==> config.mk <==
export PLATFORM = sky130hd
export DESIGN_NAME = sew_window
export DESIGN_NICKNAME = d
export VERILOG_FILES = /design/src/rtl/sew_pkg.sv /design/src/rtl/sew_timer.sv /design/src/rtl/sew_bitmap.sv /design/src/rtl/sew_window.sv
export SDC_FILE = /design/constraint.sdc
export NUM_CORES = 1
export LEC_CHECK = 0
export BUFFER_PORTS_ARGS = -buffer_cell sky130_fd_sc_hd__buf_2
export CORE_ASPECT_RATIO = 0.9
export CORE_UTILIZATION = 55
export CTS_CLUSTER_SIZE = 24
export DETAILED_ROUTE_END_ITERATION = 12
export GPL_TIMING_DRIVEN = 0
export PLACE_DENSITY = 0.86
export SYNTH_ARGS = -nofsm -noshare
export SYNTH_HDL_FRONTEND = slang
export SYNTH_SLANG_ARGS = --single-unit
export TNS_END_PERCENT = 30
==> constraint.sdc <==
create_clock -name clk -period 2.64 [get_ports clk]
set_input_delay 0.132 -clock clk [delete_from_list [all_inputs] [get_ports clk]]
set_output_delay 0.132 -clock clk [all_outputs]
set_load 0.02 [all_outputs]
==> src/rtl/sew_pkg.sv <==
package sew_pkg;

    typedef enum logic [1:0] {
        SEW_IDLE    = 2'd0,
        SEW_COLLECT = 2'd1,
        SEW_ERASE   = 2'd2
    } sew_state_e;

    typedef struct packed {
        sew_state_e state;
        logic       go;
    } sew_ctrl_t;

endpackage

==> src/rtl/sew_timer.sv <==
module sew_timer #(
    parameter int WINDOW_CYCLES = 20,
    localparam int CNT_W = $clog2(WINDOW_CYCLES + 1)
) (
    input  logic clk,
    input  logic rst_n,
    input  logic load_i,
    input  logic run_i,
    output logic last_o
);

    typedef struct packed {
        logic [CNT_W-1:0] count;
    } tmr_t;

    tmr_t tmr_d, tmr_q;

    always_comb begin
        tmr_d = tmr_q;
        if (load_i) begin
            tmr_d.count = CNT_W'(WINDOW_CYCLES);
        end else if (!run_i) begin
            tmr_d.count = '0;
        end else if (tmr_q.count != '0) begin
            tmr_d.count = tmr_q.count - CNT_W'(1);
        end
    end

    always_ff @(posedge clk) begin
        if (!rst_n) begin
            tmr_q <= '0;
        end else begin
            tmr_q <= tmr_d;
        end
    end

    assign last_o = (tmr_q.count == CNT_W'(1));

endmodule

==> src/rtl/sew_bitmap.sv <==
module sew_bitmap #(
    parameter int NUM_SECTORS = 16,
    localparam int SECT_W = (NUM_SECTORS > 1) ? $clog2(NUM_SECTORS) : 1
) (
    input  logic                   clk,
    input  logic                   rst_n,
    input  logic                   clr_i,
    input  logic                   fill_i,
    input  logic                   set_i,
    input  logic [SECT_W-1:0]      idx_i,
    output logic [NUM_SECTORS-1:0] map_o
);

    logic [NUM_SECTORS-1:0] map_d, map_q;

    for (genvar i = 0; i < NUM_SECTORS; i++) begin : g_bit
        always_comb begin
            map_d[i] = map_q[i];
            if (clr_i) begin
                map_d[i] = 1'b0;
            end else if (fill_i) begin
                map_d[i] = 1'b1;
            end else if (set_i && (idx_i == SECT_W'(i))) begin
                map_d[i] = 1'b1;
            end
        end
    end

    always_ff @(posedge clk) begin
        if (!rst_n) begin
            map_q <= '0;
        end else begin
            map_q <= map_d;
        end
    end

    assign map_o = map_q;

endmodule

==> src/rtl/sew_window.sv <==
module sew_window
    import sew_pkg::*;
#(
    parameter int NUM_SECTORS   = 16,
    parameter int WINDOW_CYCLES = 20,
    localparam int SECT_W = (NUM_SECTORS > 1) ? $clog2(NUM_SECTORS) : 1
) (
    input  logic                   clk,
    input  logic                   rst_n,
    input  logic                   sect_cmd_i,
    input  logic [SECT_W-1:0]      sect_idx_i,
    input  logic                   chip_cmd_i,
    input  logic                   susp_cmd_i,
    input  logic                   other_cmd_i,
    input  logic                   erase_done_i,
    output logic                   window_shut_o,
    output logic [NUM_SECTORS-1:0] sector_map_o,
    output logic                   erase_go_o,
    output logic                   cmd_lock_o
);

    sew_ctrl_t ctrl_d, ctrl_q;

    logic tmr_load;
    logic tmr_last;
    logic map_clr;
    logic map_fill;
    logic map_set;
    logic abort_cmd;

    assign abort_cmd = other_cmd_i | chip_cmd_i;

    always_comb begin
        ctrl_d    = ctrl_q;
        ctrl_d.go = 1'b0;
        tmr_load  = 1'b0;
        map_clr   = 1'b0;
        map_fill  = 1'b0;
        map_set   = 1'b0;
        unique case (ctrl_q.state)
            SEW_IDLE: begin
                if (chip_cmd_i) begin
                    ctrl_d.state = SEW_ERASE;
                    ctrl_d.go    = 1'b1;
                    map_fill     = 1'b1;
                end else if (sect_cmd_i) begin
                    ctrl_d.state = SEW_COLLECT;
                    tmr_load     = 1'b1;
                    map_set      = 1'b1;
                end
            end
            SEW_COLLECT: begin
                if (abort_cmd) begin
                    ctrl_d.state = SEW_IDLE;
                    map_clr      = 1'b1;
                end else if (sect_cmd_i) begin
                    tmr_load     = 1'b1;
                    map_set      = 1'b1;
                end else if (tmr_last) begin
                    ctrl_d.state = SEW_ERASE;
                    ctrl_d.go    = 1'b1;
                end
            end
            SEW_ERASE: begin
                if (erase_done_i) begin
                    ctrl_d.state = SEW_IDLE;
                    map_clr      = 1'b1;
                end
            end
            default: begin
                ctrl_d.state = SEW_IDLE;
                map_clr      = 1'b1;
            end
        endcase
    end

    always_ff @(posedge clk) begin
        if (!rst_n) begin
            ctrl_q.state <= SEW_IDLE;
            ctrl_q.go    <= 1'b0;
        end else begin
            ctrl_q <= ctrl_d;
        end
    end

    sew_timer #(
        .WINDOW_CYCLES(WINDOW_CYCLES)
    ) u_timer (
        .clk    (clk),
        .rst_n  (rst_n),
        .load_i (tmr_load),
        .run_i  (ctrl_q.state == SEW_COLLECT),
        .last_o (tmr_last)
    );

    sew_bitmap #(
        .NUM_SECTORS(NUM_SECTORS)
    ) u_map (
        .clk    (clk),
        .rst_n  (rst_n),
        .clr_i  (map_clr),
        .fill_i (map_fill),
        .set_i  (map_set),
        .idx_i  (sect_idx_i),
        .map_o  (sector_map_o)
    );

    assign window_shut_o = (ctrl_q.state == SEW_ERASE);
    assign erase_go_o    = ctrl_q.go;
    assign cmd_lock_o    = window_shut_o & ~susp_cmd_i;

endmodule

==> impl_metrics.json, run 1 <==
{
  "run_status": "complete, no violations",
  "rows": 15,
  "crit_fanout": 4,
  "leakagePower_uw": 0.000574,
  "clk_pin_slew_ps": 140,
  "synth_area_per_cell_um2": 9.31,
  "use_met1_pct": 30.0,
  "min_from": "rst_n",
  "io_buffers": 26,
  "ys_top_cells_by_area": "dfxtp_1 42%, nor2_1 7.9%, a211oi_1 5.9%",
  "cp_cell_sequence": "inv_1, ha_1, or3b_1, nor2_2, nor2b_1, a211oi_1",
  "drt_iter0_drc": 21,
  "min_path_type": "in2reg",
  "core_um2": 1930,
  "async_reset_ff_share_pct": 0,
  "post_dp_cell_area_um2": 1300,
  "power_density_nw_per_um2": 690,
  "die_w_um": 49.9,
  "worstSkewPairLatency_ps": 320,
  "netlist_top_cells_count": "24 x dfxtp_1, 24 x nor2_1, 9 x a211oi_1, 8 x nor2b_1, 6 x a311oi_1",
  "antenna_cells": 0,
  "ys_warn_count": 0,
  "wl_per_cell_um": 14.6,
  "post-cts-setup-buffers": 0,
  "ant_nets": 0,
  "synthToLayoutAreaGrowth_pct": 18.8,
  "clockBufferDepth": 2,
  "required_ps": 2860,
  "initial_core_util_pct": 58.8,
  "finalSetupViolCount": 0,
  "io_pins": 30,
  "rsz0062_at_grt": "false",
  "critPathArrivalTime_ps": 1830,
  "use_met3_pct": 3.03,
  "dr.pass1.iters": 4,
  "synth_largest_area_cell": "dfxtp_1",
  "worst_pin_slew_ps": 532,
  "rr_endpoint": "u_timer.tmr_q[1]",
  "clock_skew_ps": 12.0,
  "max-slew-margin-rel_pct": 64.4,
  "cts.sinks": 24,
  "met2_usage_pct": 46.2,
  "holdPathStages": 3,
  "synthFlopType": "dfxtp_1",
  "wl_mm": 2.58,
  "cts_buffers": 3,
  "grt_max_degree": 15,
  "antenna_found_initial": 0,
  "holdPathEnd": "ctrl_q[2]",
  "ys_seq_elements": 24,
  "power.total_uw": 932,
  "gp_congestion": 0.802,
  "fin_crit_ps": 1610,
  "fin_nets": 166,
  "ys_seq_area_share_pct": 42.3,
  "rr_worst_depth": 6,
  "viasPerCell": 5.81,
  "fillers": 161,
  "synth_top_area_share_pct": 42.3,
  "grt_pass1_vias": 923,
  "drive_above_1_share_pct": 31.6,
  "postCtsHoldBufs": 0,
  "r2r_setup_slack_ps": 1030,
  "r2r-start": "u_timer.tmr_q[1]",
  "max_freq_mhz": 621,
  "setup.worst_path.class": "reg2reg",
  "synth_enable_flop_cells": 0,
  "grt-ovfl-total": 0,
  "cts_max_level": 1,
  "yosysUniqueCellTypes": 34,
  "grt-busiest-layer": "met2",
  "ctsResizeCount": 0,
  "period_share_pct": 61.0,
  "tritoncts": "yes",
  "cap_violations": 0,
  "final-hold-violation-count": 0,
  "max_stage_delay_ps": 380,
  "dieArea_um2": 2250,
  "grt_pass1_wl_mm": 4.13,
  "synth.net_count": 135,
  "hpwl_mm": 1.90,
  "postLayoutCellArea_um2": 1350,
  "start_kind": "flop",
  "final_max_slew_viol_count": 0,
  "cts-root-buf": "clkbuf_4",
  "grt_usage_pct": 25.1,
  "syn_inst": 122,
  "fin_setup_tns_ps": 0,
  "num_vias": 1028,
  "setup.worst_path.end_class": "flop",
  "slowest_stage": "or3b_1",
  "synth_area_um2": 1140,
  "drc_errors": 0,
  "ir_drop_mv": 0.472,
  "die_y_um": 45.1
}
cells in the final DEF (no fill, tap or decap), drive strengths merged, types with 2 or more instances in the layout:
master / Yosys / routed
clkbuf: 0 / 3
nand4: 2 / 2
buf: 6 / 32
nor3: 6 / 6
o21ai: 2 / 2
nor2: 25 / 25
a211oi: 10 / 10
nor2b: 9 / 9
nand2: 5 / 5
ha: 2 / 2
xnor2: 2 / 2
inv: 3 / 3
o21a: 4 / 4
a311oi: 6 / 6
dfxtp: 24 / 24
nand3: 2 / 2
a21oi: 3 / 3
worst max-delay path, delay by kind of cell (launching register included):
kind / cells / cell delay, ps
fa+ha+maj: 1 / 190
simple gates: 3 / 650
buf+inv: 1 / 100
flops: 1 / 340
compound gates: 1 / 250
area by class of cell:
| type | count | area (µm²) | share of cell area, % |
|---|---|---|---|
| sequential | 24 | 480 | 35.6 |
| multi-input combinational | 89 | 603 | 44.7 |
| timing repair buffer | 26 | 130 | 9.64 |
| tap | 25 | 31.3 | 2.32 |
| clock buffer | 3 | 22.5 | 1.67 |
| clock inverter | 1 | 30.0 | 2.22 |
| inverter | 3 | 11.3 | 0.834 |
| buffer | 6 | 41.3 | 3.06 |
flip-flops by register name, summed over array words and instances, names as in the netlist:
register and flops:
ctrl_q 2, u_timer.tmr_q 5, erase_go_o 1, u_map.map_o 16
report_power, final:
group | switching (µW) | leakage, µW | internal [µW]
combinational | 145 | 0.000348 | 91.6
clock | 115 | 0.0000279 | 154
sequential | 25.3 | 0.000198 | 401
total | 286 | 0.000574 | 646
cell families (layout without fill, tap and decap cells):
| kind of cell | count (synthesis) | after routing | synth area share [%] |
|---|---|---|---|
| AOI/OAI and AO/OA | 26 | 26 | 17.4 |
| buffers and inverters | 9 | 39 | 4.62 |
| muxes | 1 | 1 | 0.881 |
| and+or+nand+nor | 58 | 58 | 31.1 |
| xor gates and xnor gates | 2 | 2 | 1.54 |
| DFF | 24 | 24 | 42.3 |
| adders and majority gates | 2 | 2 | 2.20 |
through the flow:
stage	std cells	utilization (%)	hold slack, ps	setup WS, ps
6_report	177	69.8	96.6	1030
5_1_grt	177	69.8	99.6	868
4_1_cts	177	69.8	94.2	1010
3_5_place_dp	173	67.1	438	1110
3_3_place_gp	173	67.1	422	1190
2_1_floorplan	122	-	249	1260
how the worst max path moves through the flow:
| stage | start | endpoint | slack, ps | depth (start not counted) |
|---|---|---|---|---|
| floorplan | u_timer.tmr_q[0] | u_timer.tmr_q[1] | 1260 | 6 |
| global placement | u_timer.tmr_q[0] | u_timer.tmr_q[1] | 1190 | 6 |
| detailed placement | u_timer.tmr_q[0] | u_timer.tmr_q[1] | 1110 | 6 |
| CTS | u_timer.tmr_q[0] | u_timer.tmr_q[1] | 1010 | 6 |
| global route | u_timer.tmr_q[0] | u_timer.tmr_q[1] | 870 | 6 |
| finish | u_timer.tmr_q[1] | u_timer.tmr_q[1] | 1030 | 6 |
metal layers:
metal,vias to the layer above,share of wire [%]
met5,-,0
met4,0,1.4
met1,485,43
met2,44,50
li1,495,-
met3,4,5.2
No activity file was read; power rests on OpenSTA's default activity.
==> inputs of run 2 (changes only) <==
- CORE_UTILIZATION: 55 -> 46
- PLACE_DENSITY: 0.86 -> 0.77
- clock period: 2.64 -> 1.4 ns (I/O delays scaled with it)
==> run 2 against run 1 <==
Effect of this change: critical path depth is the same; sequential share of layout area shrank 2.0 points; hold slack lost 68 ps; critical path type unchanged.
==> impl_metrics.json, run 2 (same netlist as run 1, synthesis figures left out) <==
{
  "antenna_cells": 0,
  "cts.sinks": 24,
  "r2r-start": "u_timer.tmr_q[1]",
  "run_status": "complete, no violations",
  "dieArea_um2": 2670,
  "largest_register_ffs": 16,
  "grt-ovfl-total": 0,
  "holdPathEnd": "u_timer.tmr_q[4]",
  "rr_endpoint": "u_timer.tmr_q[1]",
  "power_density_nw_per_um2": 1110,
  "cap_violations": 0,
  "final_common_cell": "buf_2",
  "final-hold-violation-count": 0,
  "min_from": "rst_n",
  "grt_pass1_vias": 961,
  "fin_setup_tns_ps": 0,
  "cts_buffers": 3,
  "postLayoutCellArea_um2": 1450,
  "setup.worst_path.class": "reg2reg",
  "fin_nets": 176,
  "clock_skew_ps": 8.64,
  "ir_drop_mv": 0.690,
  "die_w_um": 54.4,
  "grt_usage_pct": 20.8,
  "wl_per_cell_um": 13.9,
  "finalSetupViolCount": 0,
  "worst_pin_slew_ps": 319,
  "antenna_found_initial": 0,
  "max_freq_mhz": 724,
  "stdcell_count": 188,
  "hpwl_mm": 1.77,
  "required_ps": 1630,
  "clk_pin_slew_ps": 130,
  "critPathArrivalTime_ps": 1610,
  "num_vias": 1033,
  "post_dp_cell_area_um2": 1300,
  "drc_errors": 0,
  "ant_nets": 0,
  "layout_common_cells": "28 x buf_2, 23 x nor2_1, 21 x dfxtp_1",
  "postCtsHoldBufs": 0,
  "cts_max_level": 1,
  "fin_crit_ps": 1380,
  "leakagePower_uw": 0.000615,
  "rsz0062_at_grt": "true",
  "dpl.cell_count": 175,
  "min_path_type": "in2reg",
  "io_buffers": 26,
  "grt_pass1_wl_mm": 4.14,
  "drt_iter0_drc": 21,
  "core_um2": 2260,
  "setup.worst_path.end_class": "flop",
  "start_kind": "flop",
  "worstSkewPairLatency_ps": 320,
  "wl_mm": 2.62,
  "synthToLayoutAreaGrowth_pct": 27.4,
  "dr.pass1.iters": 4,
  "cp_cell_sequence": "inv_2, ha_4, or3b_4, nor2_4, nor2b_1, a211oi_2",
  "r2r_setup_slack_ps": 20,
  "cts-root-buf": "clkbuf_4",
  "final_max_slew_viol_count": 0,
  "die_y_um": 49.1,
  "final_util_pct": 64.0,
  "period_share_pct": 98.7,
  "io_pins": 30,
  "gp_congestion": 0.839,
  "crit_fanout": 4,
  "grt_max_degree": 13,
  "initial_core_util_pct": 50.2,
  "rr_worst_depth": 6,
  "holdPathStages": 2,
  "tritoncts": "yes",
  "clockBufferDepth": 2,
  "slowest_stage": "or3b_4",
  "max_stage_delay_ps": 390,
  "holdWs_ps": 28.5,
  "rows": 16,
  "viasPerCell": 5.49,
  "max-slew-margin-rel_pct": 78.7,
  "drive_above_1_share_pct": 41.0
}
run 2: changes by cell type in the layout (fill, tap and decap cells not counted), moves of 2 or more:
cell,before,now
buf_4,2,12
dfxtp_1,24,21
dfxtp_2,0,2
inv_1,3,1
inv_2,0,2
run 2: worst max-delay path: cells and delay by family, from the launching register on:
kind | cells | cell delay [ps]
simple gates | 3 | 600
flops | 1 | 340
compound gates | 1 | 160
fa+ha+maj | 1 | 130
buf+inv | 1 | 80
run 2: worst max-delay path by stage:
stage	startpoint	endpoint	slack, ps
floorplan	u_timer.tmr_q[0]	u_timer.tmr_q[1]	20
global placement	u_timer.tmr_q[0]	u_timer.tmr_q[1]	-60
detailed placement	u_timer.tmr_q[0]	u_timer.tmr_q[1]	-160
CTS	u_timer.tmr_q[1]	u_timer.tmr_q[1]	-20
global route	u_timer.tmr_q[0]	u_timer.tmr_q[1]	-50
finish	u_timer.tmr_q[1]	u_timer.tmr_q[1]	20
run 2: through the flow:
step | worst slack (ps) | power [µW]
finish | 18.6 | 1600
global route | -46.6 | 1690
CTS | -20.7 | 1570
detailed placement | -158 | 1250
global placement | -63.7 | 1240
floorplan | 19.9 | 1120
run 2: report_power, final:
group	internal, µW	total, µW	switching, µW
Combinational	208	493	285
Clock	101	307	206
Sequential	757	800	43.4
Total	1070	1600	534
run 2: repair_timing:
action                     in CTS  in global routing
pin swaps                       5                  4
resized for setup              14                  2
setup endpoints to repair      16                 16
setup buffers                   6                  4
run 2: routing by layer:
layer,vias up,global-route usage (%),wire length [µm]
li1,514,-,-
met1,494,23.6,1090
met2,25,37.6,1420
met3,0,6.85,105
met4,0,2.14,0
met5,-,0,0
run 2: area by class of cell:
| type | instances | area (µm²) |
|---|---|---|
| Fill cell | 193 | 815 |
| Multi-Input combinational cell | 89 | 641 |
| Sequential cell | 24 | 487 |
| Timing Repair Buffer | 36 | 211 |
| Buffer | 6 | 41.3 |
| Tap cell | 27 | 33.8 |
| Clock buffer | 3 | 22.5 |
| Inverter | 3 | 11.3 |
==> inputs of run 3 (changes only) <==
- PLACE_DENSITY: 0.77 -> 0.74
==> run 3 against run 2 <==
Effect of this change: largest cell class unchanged; wire length is 2.6% lower; utilization grew 0.55 points; hold slack worse by 3.0 ps; via count down 0.48%; flip-flop and latch count unchanged; sequential share of layout area fell by 0.29 points; worst setup slack worse by 13 ps; die area is the same; final cell count is 0.53% higher; global-route usage fell by 0.36 points; maximum frequency is 0.93% lower; critical path depth is 1 lower.
==> impl_metrics.json, run 3 (same netlist as run 1, synthesis figures left out) <==
{
  "fin_crit_ps": 1390,
  "route.met3.wl_um": 116,
  "largest_register_ffs": 16,
  "cts.sinks": 24,
  "fin_setup_tns_ps": 0,
  "die_y_um": 49.1,
  "grt_pass1_vias": 952,
  "setup.worst_path.end_class": "flop",
  "critPathArrivalTime_ps": 1630,
  "io_buffers": 26,
  "dpl.cell_count": 175,
  "dr.pass1.iters": 4,
  "fin_ws_ps": 5.68,
  "max_freq_mhz": 717,
  "grt_usage_pct": 20.4,
  "power_density_nw_per_um2": 1140,
  "drt_iter0_drc": 6,
  "antenna_found_initial": 0,
  "run_status": "complete, no violations",
  "grt_max_degree": 14,
  "finalSetupViolCount": 0,
  "tritoncts": "yes",
  "dieArea_um2": 2670,
  "seqPwrFrac_pct": 48.4,
  "final_common_cell": "buf_2",
  "worst_pin_slew_ps": 318,
  "num_vias": 1028,
  "internal_power_uw": 1130,
  "cts_max_level": 1,
  "cts-root-buf": "clkbuf_4",
  "initial_core_util_pct": 50.2,
  "period_share_pct": 99.6,
  "max-slew-margin-rel_pct": 78.8,
  "power_frac_clock_pct": 22.1,
  "cts_buffers": 3,
  "drc_errors": 0,
  "rows": 16,
  "required_ps": 1630,
  "pre_cts_slack_ps": -104,
  "min_from": "rst_n",
  "setup.worst_path.class": "reg2reg",
  "r2r-start": "u_timer.tmr_q[1]",
  "fin_nets": 176,
  "wl_mm": 2.55,
  "min_path_type": "in2reg",
  "ir_drop_mv": 0.830,
  "antenna_cells": 0,
  "cap_violations": 0,
  "met1_length_mm": 1.17,
  "synthToLayoutAreaGrowth_pct": 28.5,
  "grt-ovfl-total": 0,
  "gp_congestion": 0.808,
  "wl_met2_mm": 1.23,
  "power_switching_uw": 537,
  "start_kind": "flop",
  "crit_start": "u_timer.tmr_q[1]",
  "clockBufferDepth": 2,
  "switching_share_pct": 32.3,
  "top_layer_used": "met4",
  "wl_per_cell_um": 13.5,
  "grt_pass1_wl_mm": 4.02,
  "stdcell_count": 189,
  "hpwl_mm": 1.74,
  "worstSkewPairLatency_ps": 320,
  "clock_skew_ps": 3.55,
  "holdWs_ps": 25.5,
  "clk_pin_slew_ps": 130,
  "core_um2": 2260,
  "p_comb_share_pct": 29.5,
  "io_pins": 30,
  "viasPerCell": 5.44,
  "die_w_um": 54.4,
  "layout_common_cells": "27 x buf_2, 23 x nor2_1, 21 x dfxtp_1",
  "crit_fanout": 3,
  "leakagePower_uw": 0.000625,
  "ant_nets": 0,
  "drive_above_1_share_pct": 42.0,
  "final_max_slew_viol_count": 0,
  "final-hold-violation-count": 0,
  "rsz0062_at_grt": "true"
}
-- run 3: per-layer routing --
layer	vias to the layer above	global-route usage (%)
met5	-	0
met4	0	7.69
met3	5	5.92
met2	22	32.7
met1	486	25.2
li1	515	-
-- run 3: through the flow --
stage	utilization, %	total power, µW	instance area, µm²
after floorplan	-	1120	1140
after global routing	64.5	1760	1460
after CTS	61.3	1640	1390
after global placement	57.5	1240	1300
final	64.5	1660	1460
after detailed placement	57.5	1250	1300
-- run 3: area by class of cell --
cell class | instances | area [µm²]
inverter | 3 | 11.3
clock buffer | 4 | 36.3
tap | 27 | 33.8
fill | 198 | 802
sequential | 24 | 487
buffer | 6 | 43.8
multi-input combinational | 89 | 641
timing repair buffer | 36 | 208
-- run 3: path summary, 6_finish.rpt --
check / cells past startpoint / slack (ps) / endpoint
max: 5 / 6 / u_timer.tmr_q[4]
min: 2 / 30 / u_timer.tmr_q[4]
max reg2reg: 5 / 6 / u_timer.tmr_q[4]
min reg2reg: 2 / 500 / u_map.map_o[3]
-- run 3: power by group through the flow --
stage / sequential, µW / combinational, µW / clock, µW
2_1_floorplan: 889 / 236 / 0
3_3_place_gp: 812 / 429 / 0
3_5_place_dp: 816 / 438 / 0
4_1_cts: 803 / 456 / 380
5_1_grt: 812 / 533 / 410
6_report: 805 / 491 / 368
-- run 3: worst max-delay path, cell delays in order (launching register included) --
cell	delay, ps
dfxtp_2	350
inv_2	90
ha_4	140
or3b_4	390
and3_1	190
o21a_1	160
-- run 3: timing repair --
item	4_1_cts	5_1_grt
endpoints found under the setup margin	16	23
hold buffers	0	0
setup buffers	3	7
pin swaps	7	4
gates resized for setup	11	5
